### config.mk
export PLATFORM = sky130hd
export DESIGN_NAME = quad_code_latch
export DESIGN_NICKNAME = d
export VERILOG_FILES = /design/src/rtl/quad_code_latch_pkg.sv /design/src/rtl/qcl_rst_sync.sv /design/src/rtl/qcl_cmd_decode.sv /design/src/rtl/qcl_chan_latch.sv /design/src/rtl/qcl_readback_mux.sv /design/src/rtl/quad_code_latch.sv
export SDC_FILE = /design/constraint.sdc
export NUM_CORES = 1
export LEC_CHECK = 0
export BUFFER_PORTS_ARGS = -buffer_cell sky130_fd_sc_hd__buf_2
export CORE_MARGIN = 2
export CORE_UTILIZATION = 40
export DETAILED_ROUTE_END_ITERATION = 7
export GPL_ROUTABILITY_DRIVEN = 1
export PLACE_DENSITY = 0.66
export SYNTH_ARGS = -nofsm -noshare
export SYNTH_HDL_FRONTEND = slang
export SYNTH_SLANG_ARGS = --single-unit
### constraint.sdc
create_clock -name clk -period 2.2 [get_ports clk]
set_input_delay 0.11 -clock clk [delete_from_list [all_inputs] [get_ports clk]]
set_output_delay 0.11 -clock clk [all_outputs]
set_load 0.005 [all_outputs]
### src/rtl/quad_code_latch_pkg.sv
package quad_code_latch_pkg;
  localparam int NUM_CH = 4;

  typedef enum logic [1:0] {
    CH_A = 2'd0,
    CH_B = 2'd1,
    CH_C = 2'd2,
    CH_D = 2'd3
  } ch_idx_t;

  typedef enum logic [1:0] {
    OP_HOLD  = 2'd0,
    OP_WRITE = 2'd1,
    OP_READ  = 2'd2
  } bus_op_t;
endpackage

### src/rtl/qcl_rst_sync.sv
module qcl_rst_sync #(
  parameter int STAGES = 2
) (
  input  logic clk,
  input  logic rst_n,
  output logic rst_sync_n
);
  logic [STAGES-1:0] chain_q;
  logic [STAGES-1:0] chain_d;

  always_comb begin
    chain_d = {chain_q[STAGES-2:0], 1'b1};
  end

  always_ff @(posedge clk or negedge rst_n) begin
    if (!rst_n) chain_q <= '0;
    else        chain_q <= chain_d;
  end

  assign rst_sync_n = chain_q[STAGES-1];
endmodule

### src/rtl/qcl_cmd_decode.sv
module qcl_cmd_decode
  import quad_code_latch_pkg::*;
(
  input  logic              stb_ab_n,
  input  logic              stb_cd_n,
  input  logic              bank_sel,
  input  logic              rd_nwr,
  output bus_op_t           op,
  output logic [NUM_CH-1:0] wr_en,
  output logic [NUM_CH-1:0] rd_sel
);
  logic              ab_act;
  logic              cd_act;
  logic [NUM_CH-1:0] target;

  always_comb begin
    ab_act = !stb_ab_n;
    cd_act = !stb_cd_n;

    target         = '0;
    target[CH_A]   = ab_act &  bank_sel;
    target[CH_B]   = ab_act & !bank_sel;
    target[CH_C]   = cd_act &  bank_sel;
    target[CH_D]   = cd_act & !bank_sel;

    if (!ab_act && !cd_act)      op = OP_HOLD;
    else if (!rd_nwr)            op = OP_WRITE;
    else if (ab_act ^ cd_act)    op = OP_READ;
    else                         op = OP_HOLD;

    wr_en  = (op == OP_WRITE) ? target : '0;
    rd_sel = (op == OP_READ)  ? target : '0;
  end
endmodule

### src/rtl/qcl_chan_latch.sv
module qcl_chan_latch #(
  parameter int DW = 8
) (
  input  logic          clk,
  input  logic          rst_n,
  input  logic          load,
  input  logic [DW-1:0] d,
  output logic [DW-1:0] q
);
  logic [DW-1:0] q_r;
  logic [DW-1:0] q_nx;

  always_comb begin
    q_nx = q_r;
    if (load) q_nx = d;
  end

  always_ff @(posedge clk or negedge rst_n) begin
    if (!rst_n)    q_r <= '0;
    else if (load) q_r <= q_nx;
  end

  assign q = q_r;
endmodule

### src/rtl/qcl_readback_mux.sv
module qcl_readback_mux
  import quad_code_latch_pkg::*;
#(
  parameter int DW = 8
) (
  input  logic [NUM_CH-1:0]    sel,
  input  logic [NUM_CH*DW-1:0] codes,
  output logic [DW-1:0]        dout
);
  logic [DW-1:0] acc [NUM_CH+1];

  assign acc[0] = '0;

  for (genvar i = 0; i < NUM_CH; i++) begin : g_or
    assign acc[i+1] = acc[i] | ({DW{sel[i]}} & codes[i*DW +: DW]);
  end

  assign dout = acc[NUM_CH];
endmodule

### src/rtl/quad_code_latch.sv
module quad_code_latch
  import quad_code_latch_pkg::*;
#(
  parameter int DW        = 8,
  parameter int RST_STAGE = 2
) (
  input  logic                 clk,
  input  logic                 rst_n,
  input  logic                 stb_ab_n,
  input  logic                 stb_cd_n,
  input  logic                 bank_sel,
  input  logic                 rd_nwr,
  input  logic [DW-1:0]        bus_in,
  output logic [DW-1:0]        bus_out,
  output logic                 bus_oe,
  output logic [NUM_CH*DW-1:0] chan_code
);
  localparam int CODE_W = NUM_CH * DW;

  logic              rst_int_n;
  bus_op_t           op;
  logic [NUM_CH-1:0] wr_en;
  logic [NUM_CH-1:0] rd_sel;
  logic [NUM_CH-1:0] rd_sel_g;
  logic [CODE_W-1:0] codes;

  qcl_rst_sync #(.STAGES(RST_STAGE)) u_rst (
    .clk        (clk),
    .rst_n      (rst_n),
    .rst_sync_n (rst_int_n)
  );

  qcl_cmd_decode u_dec (
    .stb_ab_n (stb_ab_n),
    .stb_cd_n (stb_cd_n),
    .bank_sel (bank_sel),
    .rd_nwr   (rd_nwr),
    .op       (op),
    .wr_en    (wr_en),
    .rd_sel   (rd_sel)
  );

  for (genvar i = 0; i < NUM_CH; i++) begin : g_ch
    qcl_chan_latch #(.DW(DW)) u_lat (
      .clk   (clk),
      .rst_n (rst_int_n),
      .load  (wr_en[i]),
      .d     (bus_in),
      .q     (codes[i*DW +: DW])
    );
  end

  assign rd_sel_g = rst_int_n ? rd_sel : '0;

  qcl_readback_mux #(.DW(DW)) u_rb (
    .sel   (rd_sel_g),
    .codes (codes),
    .dout  (bus_out)
  );

  assign bus_oe    = (op == OP_READ) && rst_int_n;
  assign chan_code = codes;
endmodule

==> results of run 1 <==
==> stage by stage <==
stage	utilization	instances
2_1_floorplan	-	106
3_3_place_gp	0.515	208
3_5_place_dp	0.515	208
4_1_cts	0.538	216
5_1_grt	0.538	216
6_report	0.538	216
==> placed cells by master, fill, tap and decap left out <==
cell           netlist  routed
nand4b_1             1       1
mux2i_1             16      16
conb_1               1       1
nor4b_4              2       2
or2_2                2       2
dlygate4sd3_1        0       1
inv_1                1       1
buf_2                3      54
ha_1                 1       1
nor4_4               2       2
clkbuf_1             1       2
o22ai_1              8       8
dfrtp_1             34      34
buf_4                1       6
mux2_2              32      32
clkbuf_8             0       5
==> synthesized netlist by cell type <==
cell type  instances
buf_2              3
buf_4              1
buf_6              1
clkbuf_1           1
conb_1             1
dfrtp_1           34
ha_1               1
inv_1              1
mux2_2            32
mux2i_1           16
nand4b_1           1
nor4_4             2
nor4b_4            2
o22ai_1            8
or2_2              2
==> area by class of cell <==
class / instances / area, µm² / share of cell area
Clock buffer: 7 / 76.3 / 0.0379
Inverter: 1 / 3.75 / 0.00186
Sequential cell: 34 / 851 / 0.422
Timing Repair Buffer: 61 / 325 / 0.161
Multi-Input combinational cell: 65 / 698 / 0.347
Tap cell: 48 / 60.1 / 0.0298
==> flip-flops by register name (all words and copies together), names as in the netlist <==
| register | cells |
|---|---|
| g_ch.u_lat.q | 32 |
| u_rst.chain_q | 2 |
==> cell families (layout without fill, tap and decap cells) <==
| family | Yosys count | in the layout | share of synthesized area |
|---|---|---|---|
| other cells | 1 | 1 | 0.00236 |
| simple gates | 7 | 7 | 0.0700 |
| buf+inv | 7 | 69 | 0.0260 |
| flops | 34 | 34 | 0.535 |
| fa+ha+maj | 1 | 1 | 0.00787 |
| compound gates | 8 | 8 | 0.0315 |
| mux | 48 | 48 | 0.327 |
==> routing by layer <==
layer  part of all wire  wire length, µm  global-route usage  vias up
li1                   -                -                   -      515
met1               0.45             1640               0.241      575
met2               0.49             1770               0.282       35
met3              0.051              186              0.0473        2
met4             0.0050               18              0.0306        0
met5                  0                0                   0        -
==> worst max path at each step <==
stage                                     to  cells past startpoint
after floorplan                   bus_out[0]                      4
after global placement            bus_out[1]                      6
after detailed placement  g_ch[3].u_lat.q[7]                      5
after CTS                         bus_out[5]                      6
after global routing              bus_out[1]                      6
final                             bus_out[4]                      6
==> power by group through the flow <==
stage               Clock (W)  Sequential (W)  Combinational (W)
floorplan                   0        0.000869           0.000202
global placement            0        0.000858           0.000405
detailed placement          0        0.000865           0.000417
CTS                  0.000427        0.000855           0.000419
global route         0.000455        0.000873           0.000452
finish               0.000417        0.000854           0.000410
==> timing repair <==
action / 4_1_cts / 5_1_grt
endpoints found under the hold margin: 2 / 0
hold buffers: 1 / 0
setup buffers: 0 / 0
==> reports/qor.txt, run 1 <==
status: finished, final reports clean
Buf/Inv on CP: 2
unrepaired setup endpoints after global routing: false
Leakage Power: 0.977 nW
clock buffer depth: 2
data arrival time of the critical path: 1.61 ns
H-tree depth: 2
clk_lat worst skew: 0.28 ns
antenna-violating nets left: 0
hold path cells: 2
Final Hold Fails: 0
sw frac: 0.277
CTS root buf: clkbuf_8
CTS resizes: 0
RR Startpoint: g_ch[2].u_lat.q[2]
Row Count: 22
yosys warns: 0
Max FO, Critical Path: 8
synthesized area: 0.00159 mm²
router iterations before antenna repair: 4
top cells by area, synth: dfrtp_1, mux2_2, mux2i_1
DR vias: 1127
Routability Congestion: 0.750
cell mode on critical path: buf_2
gr usage total: 0.176
Synth area leader: dfrtp_1
Design Power: 0.00168 W
pin count of the biggest net entering global routing: 33
Worst VDD drop: 0.457 mV
Initial DRC Count: 24
max frequency: 583 MHz
Final WS setup: 0.484 ns
crit path capture type: output pin
clock buffer count from CTS: 5
post-route cell area: 0.00201 mm²
Sequential Power Share: 0.508
Filler cells: 347
Initial Util: 0.425
clk sinks: 34
Clock power frac: 0.248
routed vias/inst: 5.22
NetSw: 0.000466 W
Layout Skew: 0.00309 ns
pre-CTS WS: 0.468 ns
CTS clk-pin slew, worst paths: 0.06 ns
Int Pwr: 0.00121 W
final wirelength: 3610 µm
core area: 0.00374 mm²
initial antenna violation count: 0
GR Overflow Total: 0
CP required: 2.09 ns
Post-Syn Area per Cell: 15.0 µm²
Final Critical Period: 1.72 ns
Nets: 183
Min-Delay Startpoint: bus_in[6]
detailed-route DRC error count: 0
Die Ht: 67.1 µm
post-synthesis sequential area ratio: 0.535
kind of critical path: primary input to output pin
beginning of the critical path: stb_ab_n
Max-Cap Viols: 0
dpl hpwl: 2700 µm
Slew Viols, Final: 0
DR WL/cell: 16.7 µm
Largest delay share family, worst path: simple AND/OR/NAND/NOR gates
syn_nets: 121
internal reg-to-reg setup slack: 1.41 ns
CP Launch Type: primary input
crit path cell chain: buf_2 > ha_1 > nand4b_1 > or2_2 > o22ai_1 > buf_2
HP Class: primary input to flip-flop
final hold slack: 0.105 ns
number of global-route vias before repair: 1117
final setup TNS: 0 ns
die extent in x: 67.1 µm
Distinct cells, synth: 15
synthesized flop and latch total: 34
ant diodes: 0
Post-Synthesis Cells: 106
Die ar.: 0.00450 mm²
reg-to-reg endpoint: g_ch[2].u_lat.q[2]
P&R area growth vs syn: 26.7%
first-pass GRT wire length: 5770 µm
Placed Area: 0.00193 mm²
combinational share of power: 0.244
Reg2Reg Depth: 1
Setup Viol. Count Final: 0
PwrDens: 834 mW/mm²
TritonCTS clock tree: built
Critical Path Slowest Stage Cell: or2_2
Port Buf Inserts: 54
hold endpoint: g_ch[0].u_lat.q[6]
Tcrit/Tclk final: 0.780
Max stage delay on crit path: 0.41 ns
Yosys top cell area share: 0.535
IO Pins: 55
layout cells sized above 1: 0.613
(Power assumes the default switching activity.)
==> inputs of run 2 (changes only) <==
--- a/config.mk
+++ b/config.mk
@@ -5,12 +5,13 @@
 export SDC_FILE = /design/constraint.sdc
 export NUM_CORES = 1
 export LEC_CHECK = 0
+export ABC_AREA = 1
 export BUFFER_PORTS_ARGS = -buffer_cell sky130_fd_sc_hd__buf_2
 export CORE_MARGIN = 2
 export CORE_UTILIZATION = 40
 export DETAILED_ROUTE_END_ITERATION = 7
 export GPL_ROUTABILITY_DRIVEN = 1
-export PLACE_DENSITY = 0.66
+export PLACE_DENSITY = 0.65
 export SYNTH_ARGS = -nofsm -noshare
 export SYNTH_HDL_FRONTEND = slang
 export SYNTH_SLANG_ARGS = --single-unit
==> constraint.sdc (replaced) <==
create_clock -name clk -period 1.8 [get_ports clk]
set_input_delay 0.09 -clock clk [delete_from_list [all_inputs] [get_ports clk]]
set_output_delay 0.09 -clock clk [all_outputs]
set_load 0.005 [all_outputs]
==> run 2 against run 1 <==
- final cell count is 44% higher
- global-route usage rose by 0.71 points
- clock skew rose by 0.0046 ns
- critical path depth up 2
- first-iteration DRC count rose to 3.7 times the previous value
- design area rose by 7.0%
- combinational power rose by 4%
- synthesized cell count rose by 90%
- sequential share of layout area fell by 2.7 points
- via count rose by 33%
- total power increased by 20%
- critical endpoint is now bus_out[3]
- highest routed layer unchanged
==> reports/qor.txt, run 2 <==
CTS resizes: 0 (unchanged)
Placed Area: 0.00205 mm² (+6.6%)
yosys warns: 0 (unchanged)
clock buffer count from CTS: 5 (unchanged)
Max-Cap Viols: 0 (unchanged)
Slew Viols, Final: 0 (unchanged)
CTS clk-pin slew, worst paths: 0.06 ns (about the same)
crit path capture type: output pin
Post-Syn Area per Cell: 8.68 µm² (-42%)
Routability Congestion: 0.758 (+1.1%)
Leakage Power: 1.20 nW (+23%)
clk_lat worst skew: 0.29 ns (about the same)
IO Pins: 55 (unchanged)
GR Overflow Total: 0 (unchanged)
Post-Synthesis Cells: 201 (+90%)
max frequency: 651 MHz
fin util: 0.506 (-0.0325)
Synth area leader: dfrtp_1
TritonCTS clock tree: built
top cells by area, synth: dfrtp_1, nand2_1, nand3_1
Max FO, Critical Path: 33 (+25)
antenna-violating nets left: 0 (unchanged)
core area: 0.00426 mm² (+14%)
synthesized flop and latch total: 34 (unchanged)
Initial Util: 0.409 (-0.0155)
Layout Cells excl Fill: 311 (+44%)
router iterations before antenna repair: 4 (unchanged)
DR vias: 1501 (+33%)
largest family of logic cells by synthesized area: simple AND/OR/NAND/NOR gates
HP Class: primary input to async pin
final setup TNS: 0 ns (unchanged)
final wirelength: 4090 µm (+13%)
post-route cell area: 0.00216 mm² (+7.0%)
detailed-route DRC error count: 0 (unchanged)
data arrival time of the critical path: 1.45 ns (-0.16 ns)
pin count of the biggest net entering global routing: 34 (+3.0%)
Final Hold Fails: 0 (unchanged)
Final Critical Period: 1.54 ns
unrepaired setup endpoints after global routing: false
Final WS setup: 0.263 ns (-0.221 ns)
die extent in x: 70.1 µm (+4.5%)
pre-CTS WS: 0.385 ns (-0.0832 ns)
most frequent cells in the layout: nand2_1, buf_2, dfrtp_1
Compound-Gate Fraction of Synth Area: 0.126 (+0.0947)
Tcrit/Tclk final: 0.854
first-pass GRT wire length: 7040 µm (+22%)
CTS root buf: clkbuf_8
Nets: 273 (+49%)
post-synthesis xor/xnor area fraction: 0 (unchanged)
CP required: 1.71 ns (-0.38 ns)
number of global-route vias before repair: 1466 (+31%)
number of flip-flops in the largest register: 32 (unchanged)
Post-CTS Setup Bufs: 0 (unchanged)
syn_nets: 216 (+79%)
most common cell in the netlist: nand2_1
Port Buf Inserts: 54 (unchanged)
P&R area growth vs syn: 23.5%
ant diodes: 0 (unchanged)
layout cells sized above 1: 0.367 (-0.246)
Die Ht: 70.1 µm (+4.5%)
Row Count: 24 (+9.1%)
status: finished, final reports clean
kind of critical path: flip-flop to output pin
synthesized-area fraction occupied by adder cells: 0.00717 (-0.000699)
dpl hpwl: 2940 µm (+8.6%)
most used flip-flop cell after synthesis: dfrtp_1
CP Launch Type: flip-flop
Worst VDD drop: 0.573 mV (+26%)
Synth Area in Simple Gates: 0.288 (+0.218)
post-synthesis sequential area ratio: 0.487 (-0.0476)
clock buffer depth: 2 (unchanged)
Initial DRC Count: 88 (+270%)
async set-reset flop share out of synthesis: 1.00 (unchanged)
Layout Skew: 0.00766 ns (+0.00457 ns)
gr usage total: 0.183 (+0.00707)
EDFF count, synth: 0 (unchanged)
Distinct cells, synth: 18 (+3)
PwrDens: 936 mW/mm² (+12%)
H-tree depth: 2 (unchanged)
routed vias/inst: 4.83 (-7.5%)
initial antenna violation count: 0 (unchanged)
synthesized area: 0.00175 mm² (+9.8%)
Yosys top cell area share: 0.487 (-0.0476)
clk sinks: 34 (unchanged)
number of placed cells counting well taps: 302 (+45%)
Post-CTS Hold Fix Bufs: 1 (unchanged)
DR WL/cell: 13.1 µm (-21%)
Setup Viol. Count Final: 0 (unchanged)
top cells by count, synth: nand2_1, dfrtp_1, nand3_1, inv_1, o21ai_2
multiplexer area fraction after synthesis: 0 (-0.327)
Die ar.: 0.00491 mm² (+9.1%)
-- run 2: changes by cell type after synthesis, sizes merged --
cell and change:
nand2 +62, mux2 -32, nand3 +32, o21ai +32
inv +25, mux2i -16, o22ai -8, nor2 +6
buf +2, nor4 -2, nor4b -2, or2 -2
clkbuf -1, nand4b -1
-- run 2: worst max-delay path, stage by stage, from the launching register on --
cell     delay (ns)
dfrtp_2        0.39
nand2_1        0.07
nor2_2         0.13
buf_12         0.19
nand3_1        0.10
nand2_1        0.07
inv_1          0.04
nand2_1        0.06
buf_2          0.11
-- run 2: area by class of cell --
type,count,area (µm²)
Multi-Input combinational cell,134,739
Inverter,26,100
Fill cell,422,2110
Clock buffer,7,86.3
Clock inverter,1,5.00
Tap cell,52,65.1
Timing Repair Buffer,57,308
Sequential cell,34,852
-- run 2: routing by layer --
metal	up-vias	global-route usage	part of all wire
met2	48	0.297	0.48
met1	690	0.241	0.44
li1	754	-	-
met5	-	0	0
met3	9	0.0361	0.053
met4	0	0.0726	0.020
-- run 2: logic make-up after synthesis --
group,count (synthesis)
compound gates,32
fa+ha+maj,1
buf+inv,33
flops,34
other cells,1
simple gates,100
-- run 2: worst paths after layout --
path                                     from                  to  slack (ns)  cells after the start
max                          u_rst.chain_q[1]          bus_out[3]        0.26                      8
min                                     rst_n    u_rst.chain_q[1]        0.11                      2
max reg2reg                g_ch[1].u_lat.q[4]  g_ch[1].u_lat.q[4]        1.12                      2
min reg2reg                  u_rst.chain_q[1]  g_ch[1].u_lat.q[5]        0.35                      1
max in group asynchronous    u_rst.chain_q[1]  g_ch[3].u_lat.q[3]        1.15                      1
min in group clk                    bus_in[2]  g_ch[0].u_lat.q[2]        0.12                      3
-- run 2: power by group --
group	switching, W	internal, W	total (W)	leakage (nW)
clock network	0.000270	0.000308	0.000579	0.0482
logic	0.000228	0.000199	0.000426	0.732
registers	0.000113	0.000899	0.00101	0.423
-- run 2: per-stage QoR --
step	total power, W	hold WS, ns
2_1_floorplan	0.00124	-0.206
3_3_place_gp	0.00145	-0.124
3_5_place_dp	0.00146	-0.123
4_1_cts	0.00204	0.106
5_1_grt	0.00214	0.126
6_report	0.00202	0.113
